**src/rtl/stat_pkg.sv**
```systemverilog
package stat_pkg;
  localparam int REG_W   = 16;
  localparam int SB_W    = 8;
  localparam int ADDR_W  = 4;
  localparam int NUM_GRP = 3;

  typedef enum logic [1:0] {
    GRP_OPER = 2'd0,
    GRP_QUES = 2'd1,
    GRP_STD  = 2'd2,
    GRP_SYS  = 2'd3
  } grp_e;

  typedef enum logic [1:0] {
    SEL_COND   = 2'd0,
    SEL_EVENT  = 2'd1,
    SEL_ENABLE = 2'd2,
    SEL_NONE   = 2'd3
  } sel_e;

  localparam logic [1:0] SYS_STB    = 2'd0;
  localparam logic [1:0] SYS_SRE    = 2'd1;
  localparam logic [1:0] SYS_PRESET = 2'd2;

  localparam int SB_QUES = 3;
  localparam int SB_MAV  = 4;
  localparam int SB_STD  = 5;
  localparam int SB_RQS  = 6;
  localparam int SB_OPER = 7;
endpackage

```
**src/rtl/stat_decode.sv**
```systemverilog
module stat_decode #(
  parameter int NUM_GRP = stat_pkg::NUM_GRP,
  parameter int ADDR_W  = stat_pkg::ADDR_W
) (
  input  logic [ADDR_W-1:0]  addr,
  input  logic               rd_en,
  input  logic               wr_en,
  output logic [NUM_GRP-1:0] ev_rd,
  output logic [NUM_GRP-1:0] en_wr,
  output logic               sre_wr,
  output logic               preset
);
  import stat_pkg::*;

  localparam int SEL_W = 2;

  logic [SEL_W-1:0] grp_f;
  logic [SEL_W-1:0] sel_f;

  assign grp_f = addr[ADDR_W-1 -: SEL_W];
  assign sel_f = addr[SEL_W-1:0];

  for (genvar g = 0; g < NUM_GRP; g++) begin : g_grp_dec
    always_comb begin
      ev_rd[g] = rd_en && (grp_f == SEL_W'(g)) && (sel_e'(sel_f) == SEL_EVENT);
      en_wr[g] = wr_en && (grp_f == SEL_W'(g)) && (sel_e'(sel_f) == SEL_ENABLE);
    end
  end

  always_comb begin
    sre_wr = wr_en && (grp_e'(grp_f) == GRP_SYS) && (sel_f == SYS_SRE);
    preset = wr_en && (grp_e'(grp_f) == GRP_SYS) && (sel_f == SYS_PRESET);
  end
endmodule

```
**src/rtl/stat_group.sv**
```systemverilog
module stat_group #(
  parameter int W = stat_pkg::REG_W
) (
  input  logic         clk,
  input  logic         rst_ni,
  input  logic [W-1:0] cond_raw,
  input  logic         ev_rd,
  input  logic         en_wr,
  input  logic         preset,
  input  logic [W-1:0] wr_data,
  output logic [W-1:0] cond_q,
  output logic [W-1:0] event_q,
  output logic [W-1:0] enable_q,
  output logic         summary
);
  logic [W-1:0] rise;
  logic [W-1:0] event_d;
  logic [W-1:0] enable_d;
  logic         ev_clr;
  logic         ev_ce;
  logic         en_ce;

  // Next-state logic: a new edge always wins over a clear in the same cycle.
  always_comb begin
    rise     = cond_raw & ~cond_q;
    ev_clr   = ev_rd | preset;
    ev_ce    = ev_clr | (|rise);
    event_d  = (ev_clr ? '0 : event_q) | rise;
    en_ce    = preset | en_wr;
    enable_d = preset ? '0 : wr_data;
    summary  = |(event_q & enable_q);
  end

  always_ff @(posedge clk or negedge rst_ni) begin
    if (!rst_ni) begin
      cond_q   <= '0;
      event_q  <= '0;
      enable_q <= '0;
    end else begin
      cond_q <= cond_raw;
      if (ev_ce) event_q  <= event_d;
      if (en_ce) enable_q <= enable_d;
    end
  end

  assert_event_sets_on_rise_R2: assert property (@(posedge clk) disable iff (!rst_ni)
    (|rise) |=> ((event_q & $past(rise)) == $past(rise)));

  assert_event_needs_rise_R2: assert property (@(posedge clk) disable iff (!rst_ni)
    1'b1 |=> ((event_q & ~$past(event_q) & ~$past(rise)) == '0));

  assert_read_clears_R3: assert property (@(posedge clk) disable iff (!rst_ni)
    (ev_rd && !(|rise)) |=> (event_q == '0));

  assert_mask_holds_R5: assert property (@(posedge clk) disable iff (!rst_ni)
    (!preset && !en_wr) |=> $stable(enable_q));

  assert_preset_clears_mask_R9: assert property (@(posedge clk) disable iff (!rst_ni)
    preset |=> (enable_q == '0));
endmodule

```
**src/rtl/stat_summary_byte.sv**
```systemverilog
module stat_summary_byte #(
  parameter int NUM_GRP = stat_pkg::NUM_GRP,
  parameter int SB_W    = stat_pkg::SB_W
) (
  input  logic               clk,
  input  logic               rst_ni,
  input  logic [NUM_GRP-1:0] grp_sum,
  input  logic               mav,
  input  logic               sre_wr,
  input  logic [SB_W-1:0]    wr_data,
  output logic [SB_W-1:0]    stb,
  output logic [SB_W-1:0]    sre_q,
  output logic               srq
);
  import stat_pkg::*;

  localparam logic [SB_W-1:0] RQS_MASK = SB_W'(1) << SB_RQS;

  logic [SB_W-1:0] stb_base;
  logic            rqs;

  always_comb begin
    stb_base          = '0;
    stb_base[SB_OPER] = grp_sum[GRP_OPER];
    stb_base[SB_STD]  = grp_sum[GRP_STD];
    stb_base[SB_MAV]  = mav;
    stb_base[SB_QUES] = grp_sum[GRP_QUES];
    rqs               = |(stb_base & sre_q & ~RQS_MASK);
    stb               = stb_base | (rqs ? RQS_MASK : '0);
    srq               = stb[SB_RQS];
  end

  always_ff @(posedge clk or negedge rst_ni) begin
    if (!rst_ni) sre_q <= '0;
    else if (sre_wr) sre_q <= wr_data;
  end

  assert_sre_bit6_inert_R8: assert property (@(posedge clk) disable iff (!rst_ni)
    (sre_q == RQS_MASK) |-> !srq);

  assert_sre_zero_quiet_R8: assert property (@(posedge clk) disable iff (!rst_ni)
    (sre_q == '0) |-> !stb[SB_RQS]);
endmodule

```
**src/rtl/stat_reg_block.sv**
```systemverilog
module stat_reg_block #(
  parameter int W       = stat_pkg::REG_W,
  parameter int SB_W    = stat_pkg::SB_W,
  parameter int ADDR_W  = stat_pkg::ADDR_W,
  parameter int NUM_GRP = stat_pkg::NUM_GRP
) (
  input  logic              clk,
  input  logic              rst_n,
  input  logic [W-1:0]      oper_cond,
  input  logic [W-1:0]      std_cond,
  input  logic              msg_avail,
  input  logic [ADDR_W-1:0] addr,
  input  logic              rd_en,
  input  logic              wr_en,
  input  logic [W-1:0]      wr_data,
  output logic [W-1:0]      rd_data,
  output logic [SB_W-1:0]   status_byte,
  output logic              srq
);
  import stat_pkg::*;

  localparam int SEL_W = 2;

  logic [1:0] rst_sync;
  logic       rst_ni;

  always_ff @(posedge clk or negedge rst_n) begin
    if (!rst_n) rst_sync <= '0;
    else        rst_sync <= {rst_sync[0], 1'b1};
  end
  assign rst_ni = rst_sync[1];

  logic [NUM_GRP-1:0]        ev_rd;
  logic [NUM_GRP-1:0]        en_wr;
  logic                      sre_wr;
  logic                      preset;
  logic [NUM_GRP-1:0][W-1:0] cond_in;
  logic [NUM_GRP-1:0][W-1:0] cond_q;
  logic [NUM_GRP-1:0][W-1:0] event_q;
  logic [NUM_GRP-1:0][W-1:0] enable_q;
  logic [NUM_GRP-1:0]        grp_sum;
  logic [SB_W-1:0]           sre_q;

  stat_decode #(.NUM_GRP(NUM_GRP), .ADDR_W(ADDR_W)) u_dec (
    .addr   (addr),
    .rd_en  (rd_en),
    .wr_en  (wr_en),
    .ev_rd  (ev_rd),
    .en_wr  (en_wr),
    .sre_wr (sre_wr),
    .preset (preset)
  );

  for (genvar g = 0; g < NUM_GRP; g++) begin : g_grp
    if (g == GRP_OPER) begin : g_src
      assign cond_in[g] = oper_cond;
    end else if (g == GRP_STD) begin : g_src
      assign cond_in[g] = std_cond;
    end else begin : g_src
      assign cond_in[g] = '0;
    end

    stat_group #(.W(W)) u_grp (
      .clk      (clk),
      .rst_ni   (rst_ni),
      .cond_raw (cond_in[g]),
      .ev_rd    (ev_rd[g]),
      .en_wr    (en_wr[g]),
      .preset   (preset),
      .wr_data  (wr_data),
      .cond_q   (cond_q[g]),
      .event_q  (event_q[g]),
      .enable_q (enable_q[g]),
      .summary  (grp_sum[g])
    );
  end

  stat_summary_byte #(.NUM_GRP(NUM_GRP), .SB_W(SB_W)) u_sum (
    .clk     (clk),
    .rst_ni  (rst_ni),
    .grp_sum (grp_sum),
    .mav     (msg_avail),
    .sre_wr  (sre_wr),
    .wr_data (wr_data[SB_W-1:0]),
    .stb     (status_byte),
    .sre_q   (sre_q),
    .srq     (srq)
  );

  logic [SEL_W-1:0] grp_f;
  logic [SEL_W-1:0] sel_f;
  assign grp_f = addr[ADDR_W-1 -: SEL_W];
  assign sel_f = addr[SEL_W-1:0];

  always_comb begin
    rd_data = '0;
    if (grp_e'(grp_f) == GRP_SYS) begin
      if (sel_f == SYS_STB)      rd_data = W'(status_byte);
      else if (sel_f == SYS_SRE) rd_data = W'(sre_q);
    end else if (int'(grp_f) < NUM_GRP) begin
      unique case (sel_e'(sel_f))
        SEL_COND:   rd_data = cond_q[grp_f];
        SEL_EVENT:  rd_data = event_q[grp_f];
        SEL_ENABLE: rd_data = enable_q[grp_f];
        default:    rd_data = '0;
      endcase
    end
  end

  assert_ques_quiet_R7: assert property (@(posedge clk) disable iff (!rst_ni)
    !status_byte[SB_QUES]);

  assert_srq_matches_byte_R8: assert property (@(posedge clk) disable iff (!rst_ni)
    srq == status_byte[SB_RQS]);
endmodule

```
**config.mk**
```make
export PLATFORM = sky130hd
export DESIGN_NAME = stat_reg_block
export DESIGN_NICKNAME = d
export VERILOG_FILES = /design/src/rtl/stat_pkg.sv /design/src/rtl/stat_decode.sv /design/src/rtl/stat_group.sv /design/src/rtl/stat_summary_byte.sv /design/src/rtl/stat_reg_block.sv
export SDC_FILE = /design/constraint.sdc
export NUM_CORES = 1
export LEC_CHECK = 0
export BUFFER_PORTS_ARGS = -buffer_cell sky130_fd_sc_hd__buf_2
export CAP_MARGIN = 20
export CELL_PAD_IN_SITES_DETAIL_PLACEMENT = 1
export CELL_PAD_IN_SITES_GLOBAL_PLACEMENT = 2
export CORE_MARGIN = 4
export CORE_UTILIZATION = 40
export CTS_BUF_LIST = sky130_fd_sc_hd__clkbuf_8
export DETAILED_ROUTE_END_ITERATION = 8
export PLACE_DENSITY = 0.93
export SLEW_MARGIN = 5
export SYNTH_ARGS = -nofsm -noshare
export SYNTH_HDL_FRONTEND = slang
export SYNTH_SLANG_ARGS = --single-unit
```
**constraint.sdc**
```tcl
create_clock -name clk -period 6.9 [get_ports clk]
set_input_delay 0.69 -clock clk [delete_from_list [all_inputs] [get_ports clk]]
set_output_delay 0.69 -clock clk [all_outputs]
set_load 0.01 [all_outputs]
```
# Word level (Yosys, flattened, before mapping)
# Index checks and enable logic that the tools add are counted.
# word_totals
wordCells	68
inputBits	57
register_bits	122
# op_classes
eq_ne	5
magnitude_cmp	2
n_reduce_logical	20
bitwise	17
muxes	15
# op_table
op	n
$mux W16	8
$bmux W16 S2	3
$and A16 B16 Y16	4
$reduce_or A16 Y1	4
$pmux W16 S3	1
$not A16 Y16	2
$or A16 B16 Y16	2
$mux W8	2
$logic_and A1 B1 Y1	13
$and A8 B8 Y8	1
$or A8 B8 Y8	1
$mux W7	1
$or A1 B1 Y1	7
$reduce_or A7 Y1	1
$eq A2 B2 Y1 const B	3
$eq A2 B1 Y1 const B	2
$logic_not A2 Y1	2
$lt A2 B3 Y1 const B	1
$lt A2 B2 Y1 const B	1

# Logic depth before layout (Yosys ltp)
# Gate-level depths: netlist (run 1).
# depth
word_depth	8
depth_mapped	8
depth_no_buf	5

# Hierarchy
# A second synthesis (run 1) with hierarchy kept.
# hier_totals
cells_unflattened	652
area_unflattened_um2	7563.5
# by_module_without_submodules
mod	cells_each	area_per_inst_um2	n_inst	seq_area_each_um2
stat_group	143	1839.3	3	1201.2
stat_reg_block	180	1532.7	1	50.0
stat_summary_byte	29	414.1	1	200.2
stat_decode	14	98.8	1	0.0

# Worst setup path after synthesis (run 1)
# OpenSTA, ideal clock, no wires.
# synth_path
path_type	input-to-output
startpoint	input port addr[0]
endpoint	output port rd_data[12]
stages	4
arrival_ns	1.830
slack_ns	4.380
n_path_buf	2
required_ns	6.210
path_cell_list	buf_4 -> buf_2 -> mux4_2 -> a22o_1
# synth_between
elab_chain_cells	4
# synth_rtl
element	line	source
start: declaration	stat_reg_block.sv:12	input logic [ADDR_W-1:0] addr,
$eq A2 B2 Y1 (tied with other cells)	stat_reg_block.sv:101	unique case (sel_e'(sel_f))
$pmux W16 S3 *	stat_reg_block.sv:101	
$mux W16 *	stat_reg_block.sv:100	end else if (int'(grp_f) < NUM_GRP) begin
$mux W16 *	stat_reg_block.sv:97	if (grp_e'(grp_f) == GRP_SYS) begin
end: declaration	stat_reg_block.sv:16	output logic [W-1:0] rd_data,
# Every way passes the cells marked *; elsewhere a longest branch is shown, timed or not.

# Final worst setup path (run 1)
# layout_path
startpoint	input port addr[2]
endpoint	output port rd_data[6]
# layout_between
elab_chain_cells	5
# layout_rtl
element	line
$bmux W16 S2 (on tied branches)	stat_reg_block.sv:104, stat_reg_block.sv:102, stat_reg_block.sv:103
$mux W16 (on tied branches)	stat_reg_block.sv:104, stat_reg_block.sv:102, stat_reg_block.sv:103
$pmux W16 S3	stat_reg_block.sv:101
$mux W16	stat_reg_block.sv:100
$mux W16 *	stat_reg_block.sv:97
# Every way passes the cells marked *; elsewhere a longest branch is shown, timed or not. The select of a mux whose other input is x is not followed.

==> results of run 1 <==
cells in the mapped netlist, drive strengths merged, types with 2 or more instances:
cell / number / area [um2]
dfrtp: 122 / 3053
a221o: 4 / 40.04
o21ai: 95 / 475.5
nor2: 2 / 10.01
nor3b: 2 / 26.28
clkbuf: 12 / 45.04
nor2b: 2 / 15.02
o21a: 2 / 15.01
mux2: 9 / 101.4
nand2: 121 / 469.2
o22ai: 7 / 43.79
nand3: 4 / 20.02
inv: 33 / 123.9
mux2i: 31 / 310.3
a221oi: 10 / 87.58
mux4: 8 / 180.2
nand4: 3 / 33.78
conb: 2 / 7.510
buf: 24 / 173.9
a22o: 16 / 140.1
a22oi: 2 / 15.01
kinds of logic after synthesis:
| kind of cell | share of synthesized area, % |
|---|---|
| AO/OA/AOI/OAI | 15.68 |
| AND/OR/NAND/NOR | 10.96 |
| flip-flops | 55.94 |
| buffers and inverters | 6.281 |
| multiplexers | 10.84 |
| other | 0.1376 |
| XOR/XNOR | 0.1605 |
state kept, by name (all words and copies together) (netlist names):
name and count:
g_grp.u_grp.cond_q 32, g_grp.u_grp.enable_q 48, g_grp.u_grp.event_q 32, rst_sync 2, u_sum.sre_q 8
metal layers:
| layer | share of wire (%) | wire length, um |
|---|---|---|
| met5 | 0 | 0 |
| met2 | 51 | 8173 |
| met1 | 41 | 6631 |
| met4 | 3.3 | 534 |
| met3 | 4.5 | 715 |
critical path, stage by stage:
cell	delay [ns]
buf_2	0.60
nor2b_1	0.27
buf_4	0.26
o2bb2ai_1	0.13
and2_0	0.16
a2111oi_0	0.29
o41ai_1	0.18
buf_2	0.17
worst max-delay path by stage:
stage | startpoint | end | slack [ns] | cells after the start
after detailed placement | addr[2] | rd_data[6] | 3.48 | 8
after global placement | addr[2] | rd_data[6] | 3.46 | 8
final | addr[2] | rd_data[6] | 3.44 | 8
after global routing | addr[2] | rd_data[6] | 3.39 | 8
after floorplan | rst_sync[1]$_DFF_PN0_ | g_grp[0].u_grp.cond_q[0]$_DFF_PN0_ | 3.25 | 0
after CTS | addr[2] | rd_data[6] | 3.46 | 8
power by group through the flow:
stage,registers [W],logic [W],clock network [W]
floorplan,0.000884,0.000188,0
global placement,0.000911,0.000261,0
detailed placement,0.000917,0.000277,0
CTS,0.000904,0.000280,0.000640
global route,0.000916,0.000314,0.000673
finish,0.000905,0.000281,0.000627
stage by stage:
step / area (um2) / util, % / cells / setup slack (ns)
2_1_floorplan: 5469 / - / 524 / 3.249
3_3_place_gp: 5889 / 44.30 / 745 / 3.463
3_5_place_dp: 5904 / 44.41 / 746 / 3.480
4_1_cts: 6291 / 47.32 / 778 / 3.465
5_1_grt: 6361 / 47.84 / 781 / 3.392
6_report: 6361 / 47.84 / 781 / 3.445
area by class of cell:
class	instances	share of cell area, %
multi-input combinational	333	32.59
inverter	33	1.947
clock buffer	17	3.678
timing repair buffer	86	8.025
tap	176	3.462
sequential	122	48.05
clock inverter	14	2.242
layout by cell type (no fill, tap or decap), drive strengths merged, types with 3 or more instances in the layout:
| cell | count |
|---|---|
| a221o | 4 |
| a221oi | 10 |
| a22o | 16 |
| buf | 85 |
| bufinv | 3 |
| clkbuf | 17 |
| clkinv | 6 |
| conb | 5 |
| dfrtp | 122 |
| inv | 38 |
| mux2 | 9 |
| mux2i | 31 |
| mux4 | 8 |
| nand2 | 121 |
| nand3 | 4 |
| nand4 | 3 |
| o21ai | 95 |
| o22ai | 7 |
repair_timing:
item                                   in CTS  in global routing
hold buffers                                1                  0
endpoints found under the hold margin       2                  0
setup endpoints to repair                   0                  0
==> impl_results.md, run 1 <==
* Status: completed
* Gpl congestion at ~0.86
* Detail Placement HPWL at 11.61 mm
* Post-CTS Repair Setup Buffers at 0
* Syn-to-layout area delta at 16.55%
* Final Max Tran Viols at 0
* Mapped Cells at 521
* Initial antenna violation count at 0
* Crit path DAT at 2.77 ns
* Hold Worst Slack at ~0.29 ns
* Via/cell ratio at between 5 and 6
* Tcrit/Tclk final at about half
* H-tree depth reported by CTS at 4
* Die span in y at 124.8 um
* Switching share of power at between 20 and 30%
* Reg2reg start: rst_sync[1]$_DFF_PN0_
* Number of setup violations in the final report at 0
* CTS Sinks at 122
* Lkg Pwr at between 3 and 4 nW
* Comb power frac at ~16%
* Clock share of power at about a third
* RSZ-0062 raised after global routing: false
* Post-route ant nets at 0
* Routed len/inst at 20.56 um
* Synth Flop Type: dfrtp_1
* DRC Markers at 0
* Routed vias at around 4400
* Die width at roughly 120 um
* Syn Std Cell Area at 5458 um2
* Yosys cell types at 38
* Worst slew pin tran at slightly below 0.8 ns
* Worst skew pair latency at 0.45 ns
* Post-CTS resize count at 0
* Worst reg2reg path endpoint: g_grp[1].u_grp.enable_q[13]$_DFFE_PN0P_
* FF/Latch Area at between 3000 and 4000 um2
* GR Util met3 at ~6.3%
* Mapped Avg Cell Area at 10.48 um2
* DRT iter0 DRCs at approximately 290
* Number of I/O port buffers at 77
* Site Rows at between 40 and 50
* Reg2Reg Depth at 2
* Clock-pin slew on the worst setup and hold paths at approximately 0.07 ns
* First-pass GRT wire length at between 20 and 30 mm
* M2 GR Usage at a little over a third
* Ys Warns at 0
* CTS root buf: clkbuf_8
* Switch Pwr at between 0.0005 and 0.0006 W
* Pint at approximately 0.0013 W
* Reg2reg setup slack at between 5 and 6 ns
* Final Power at ~0.0018 W
* WS Path Type: primary input to primary output
* Met1 global-route usage at between 20% and 30%
* GRT overflow at 0
* Setup_tns at 0 ns
* Ys async rst share at 100.0%
* Die area at approximately 16000 um2
* Number of global-route vias before repair at 4762
* Fillers at approximately 1500
* Fin nets at 650
* DRT Pass-1 Iters at 4
* Kind of path behind the tightest hold check: flop to async pin
* Max_cap viols at 0
* EDFF count, synth at 0
* GRT busiest layer: met2
* Final Hold Fails at 0
* Power density over the cells at between 200 and 300 nW/um2
* Io pins at 82
* Clock Path Buffers at 2
* Core Footprint at around 13000 um2
* Largest net degree at the start of global routing at 85
* Initial Utilization at 41.05%
* Final WL at ~16 mm
* Maximum vdd ir drop at between 150 and 200 uV
* Required time worst endpoint at between 6 and 7 ns
* Layout cell share with drive strength beyond 1 at about 22%
* Synth Register Bits at approximately 120
* Crit start category: primary input
* # diodes at 0
* Clock tree from TritonCTS: built
* GRT Util Overall at a little over a fifth
* Fin crit period at 3.455 ns
* Sequential fraction of the synthesis area at 55.94%
* Max Clock Skew at between 0.006 and 0.007 ns
* Crit Path Max Fanout at 25
* Max Clk Rate at 0.2894 GHz
* Register share of total power at 49.9%
* Area of the multi-input gates at 2073 um2
* Slew headroom at a little under half
* CP endpoint kind: primary output
* Total CTS buffers at 17
(Power assumes the default switching activity.)
==> inputs of run 2 (changes only) <==
--- a/config.mk
+++ b/config.mk
@@ -10,10 +10,10 @@
 export CELL_PAD_IN_SITES_DETAIL_PLACEMENT = 1
 export CELL_PAD_IN_SITES_GLOBAL_PLACEMENT = 2
 export CORE_MARGIN = 4
-export CORE_UTILIZATION = 40
+export CORE_UTILIZATION = 38
 export CTS_BUF_LIST = sky130_fd_sc_hd__clkbuf_8
 export DETAILED_ROUTE_END_ITERATION = 8
-export PLACE_DENSITY = 0.93
+export PLACE_DENSITY = 0.89
 export SLEW_MARGIN = 5
 export SYNTH_ARGS = -nofsm -noshare
 export SYNTH_HDL_FRONTEND = slang
==> constraint.sdc (replaced) <==
create_clock -name clk -period 3.55 [get_ports clk]
set_input_delay 0.355 -clock clk [delete_from_list [all_inputs] [get_ports clk]]
set_output_delay 0.355 -clock clk [all_outputs]
set_load 0.01 [all_outputs]
==> run 2 against run 1 <==
Clock-buffer cell count rose by 2. Cell count up 2.0%. Largest power group unchanged. Largest cell class unchanged. Design area up 1.9%.
==> impl_results.md, run 2 (synthesized netlist as in run 1, its figures left out) <==
* Status: completed
* Initial Utilization at between 30% and 40%
* Max reg flops at 48
* # diodes at 0
* Clock tree from TritonCTS: built
* CP endpoint kind: primary output
* Setup_tns at 0 ns
* Maximum vdd ir drop at 332.3 uV
* DRT iter0 DRCs at between 200 and 300
* Slew headroom at approximately two fifths
* Crit Path Max Fanout at 3
* Final Max Tran Viols at 0
* DRC Markers at 0
* GRT Util Overall at around a fifth
* RSZ-0062 raised after global routing: false
* Worst skew pair latency at between 0.4 and 0.5 ns
* Via/cell ratio at ~5.4
* Layout cell share with drive strength beyond 1 at between 20% and 30%
* Most frequent cells in the layout: dfrtp_1, nand2_1, o21ai_0
* Max Clk Rate at 0.3577 GHz
* Biggest regs: g_grp.u_grp.enable_q (48), g_grp.u_grp.cond_q (32), g_grp.u_grp.event_q (32)
* CTS Sinks at 122
* Clock-pin slew on the worst setup and hold paths at approximately 0.070 ns
* Fin crit period at approximately 2.8 ns
* Power density over the cells at between 500 and 600 nW/um2
* Crit path DAT at ~2.4 ns
* Number of global-route vias before repair at 4686
* CTS root buf: clkbuf_8
* Top reg by flops: g_grp.u_grp.enable_q
* WS Path Type: flop to primary output
* Max Clock Skew at 0.006424 ns
* Lkg Pwr at around 3.2 nW
* Final Hold Fails at 0
* Crit start category: flop
* Die span in y at approximately 130 um
* Pre-CTS setup slack at 0.9715 ns
* Detail Placement HPWL at 12.10 mm
* Post-route ant nets at 0
* Tcrit/Tclk final at between 70% and 80%
* Number of I/O port buffers at just under 80
* Required time worst endpoint at approximately 3.2 ns
* Die area at approximately 16000 um2
* Fin nets at roughly 660
* Initial antenna violation count at 0
* Worst slew pin tran at between 0.8 and 0.9 ns
* FF/Latch Area at 3057 um2
* Core Footprint at around 14000 um2
* Final WL at 16.57 mm
* H-tree depth reported by CTS at 4
* Final Worst Setup Slack at roughly 0.75 ns
* Site Rows at 43
* Most common cell after layout, fill and taps aside: dfrtp_1
* Routed vias at 4302
* Max_cap viols at 0
* Kind of path behind the tightest hold check: primary input to flop
* Io pins at just over 80
* Area of the multi-input gates at between 2000 and 2500 um2
* Gpl congestion at 0.8751
* First-pass GRT wire length at about 26 mm
* Routed len/inst at about 21 um
* Largest net degree at the start of global routing at 66
* Die width at roughly 130 um
* Fillers at about 1600
* Syn-to-layout area delta at 18.73%
* Clock Path Buffers at 2
* Hold Worst Slack at just under 0.03 ns
* Number of setup violations in the final report at 0
* DRT Pass-1 Iters at 5
* GRT overflow at 0
* Total CTS buffers at 17
run 2: path summary, 6_finish.rpt:
| path | slack [ns] | end | startpoint | cells after the start |
|---|---|---|---|---|
| worst max-delay path | 0.75 | status_byte[6] | g_grp[2].u_grp.event_q[3]$_DFFE_PN0P_ | 6 |
| worst min-delay path | 0.03 | g_grp[0].u_grp.cond_q[13]$_DFF_PN0_ | oper_cond[13] | 1 |
| worst max register to register | 2.29 | g_grp[1].u_grp.enable_q[9]$_DFFE_PN0P_ | rst_sync[1]$_DFF_PN0_ | 1 |
| worst min register to register | 0.36 | rst_sync[1]$_DFF_PN0_ | rst_sync[0]$_DFF_PN0_ | 0 |
| max in group asynchronous | 2.29 | g_grp[1].u_grp.enable_q[9]$_DFFE_PN0P_ | rst_sync[1]$_DFF_PN0_ | 1 |
| min in group asynchronous | 0.22 | rst_sync[1]$_DFF_PN0_ | rst_n | 2 |
run 2: final cells by class:
class                           count  share of cell area (%)
Clock inverter                     12                   2.414
Sequential cell                   122                   47.17
Clock buffer                       19                   4.036
Tap cell                          180                   3.476
Inverter                           33                   1.912
Timing Repair Buffer               98                   8.998
Multi-Input combinational cell    333                   31.99
run 2: metal layers:
layer	wire, um	vias up	global-route usage (%)	part of all wire (%)
li1	-	1962	-	-
met1	6816	2194	26.30	41
met2	8583	122	36.04	52
met3	880	24	5.583	5.3
met4	289	0	5.930	1.7
met5	0	-	0	0
run 2: per-stage QoR:
stage | std cells | util [%] | cell area, um2 | total power [W]
after floorplan | 524 | - | 5470 | 0.002082
after global placement | 755 | 42.55 | 5952 | 0.002289
after detailed placement | 755 | 42.55 | 5952 | 0.002328
after CTS | 787 | 45.61 | 6380 | 0.003652
after global routing | 797 | 46.32 | 6480 | 0.003819
final | 797 | 46.32 | 6480 | 0.003636
run 2: critical path, cell delays in order, from the launching register on:
cell and delay, ns:
dfrtp_1 0.46, a22o_1 0.24, a221oi_1 0.40, nand4_1 0.30
a22oi_1 0.31, nand2_1 0.13, buf_2 0.16
run 2: power breakdown:
part           leakage, nW  switching [W]  internal (W)
combinational         1.57       0.000295      0.000247
clock                0.229       0.000538      0.000784
sequential            1.41       0.000190       0.00158
total                 3.21        0.00102       0.00261
run 2: what timing repair did:
item / in CTS / in global routing
hold buffers: 1 / 10
buffers inserted: 0 / 0
endpoints found under the hold margin: 2 / 10
gates resized for setup: 0 / 0
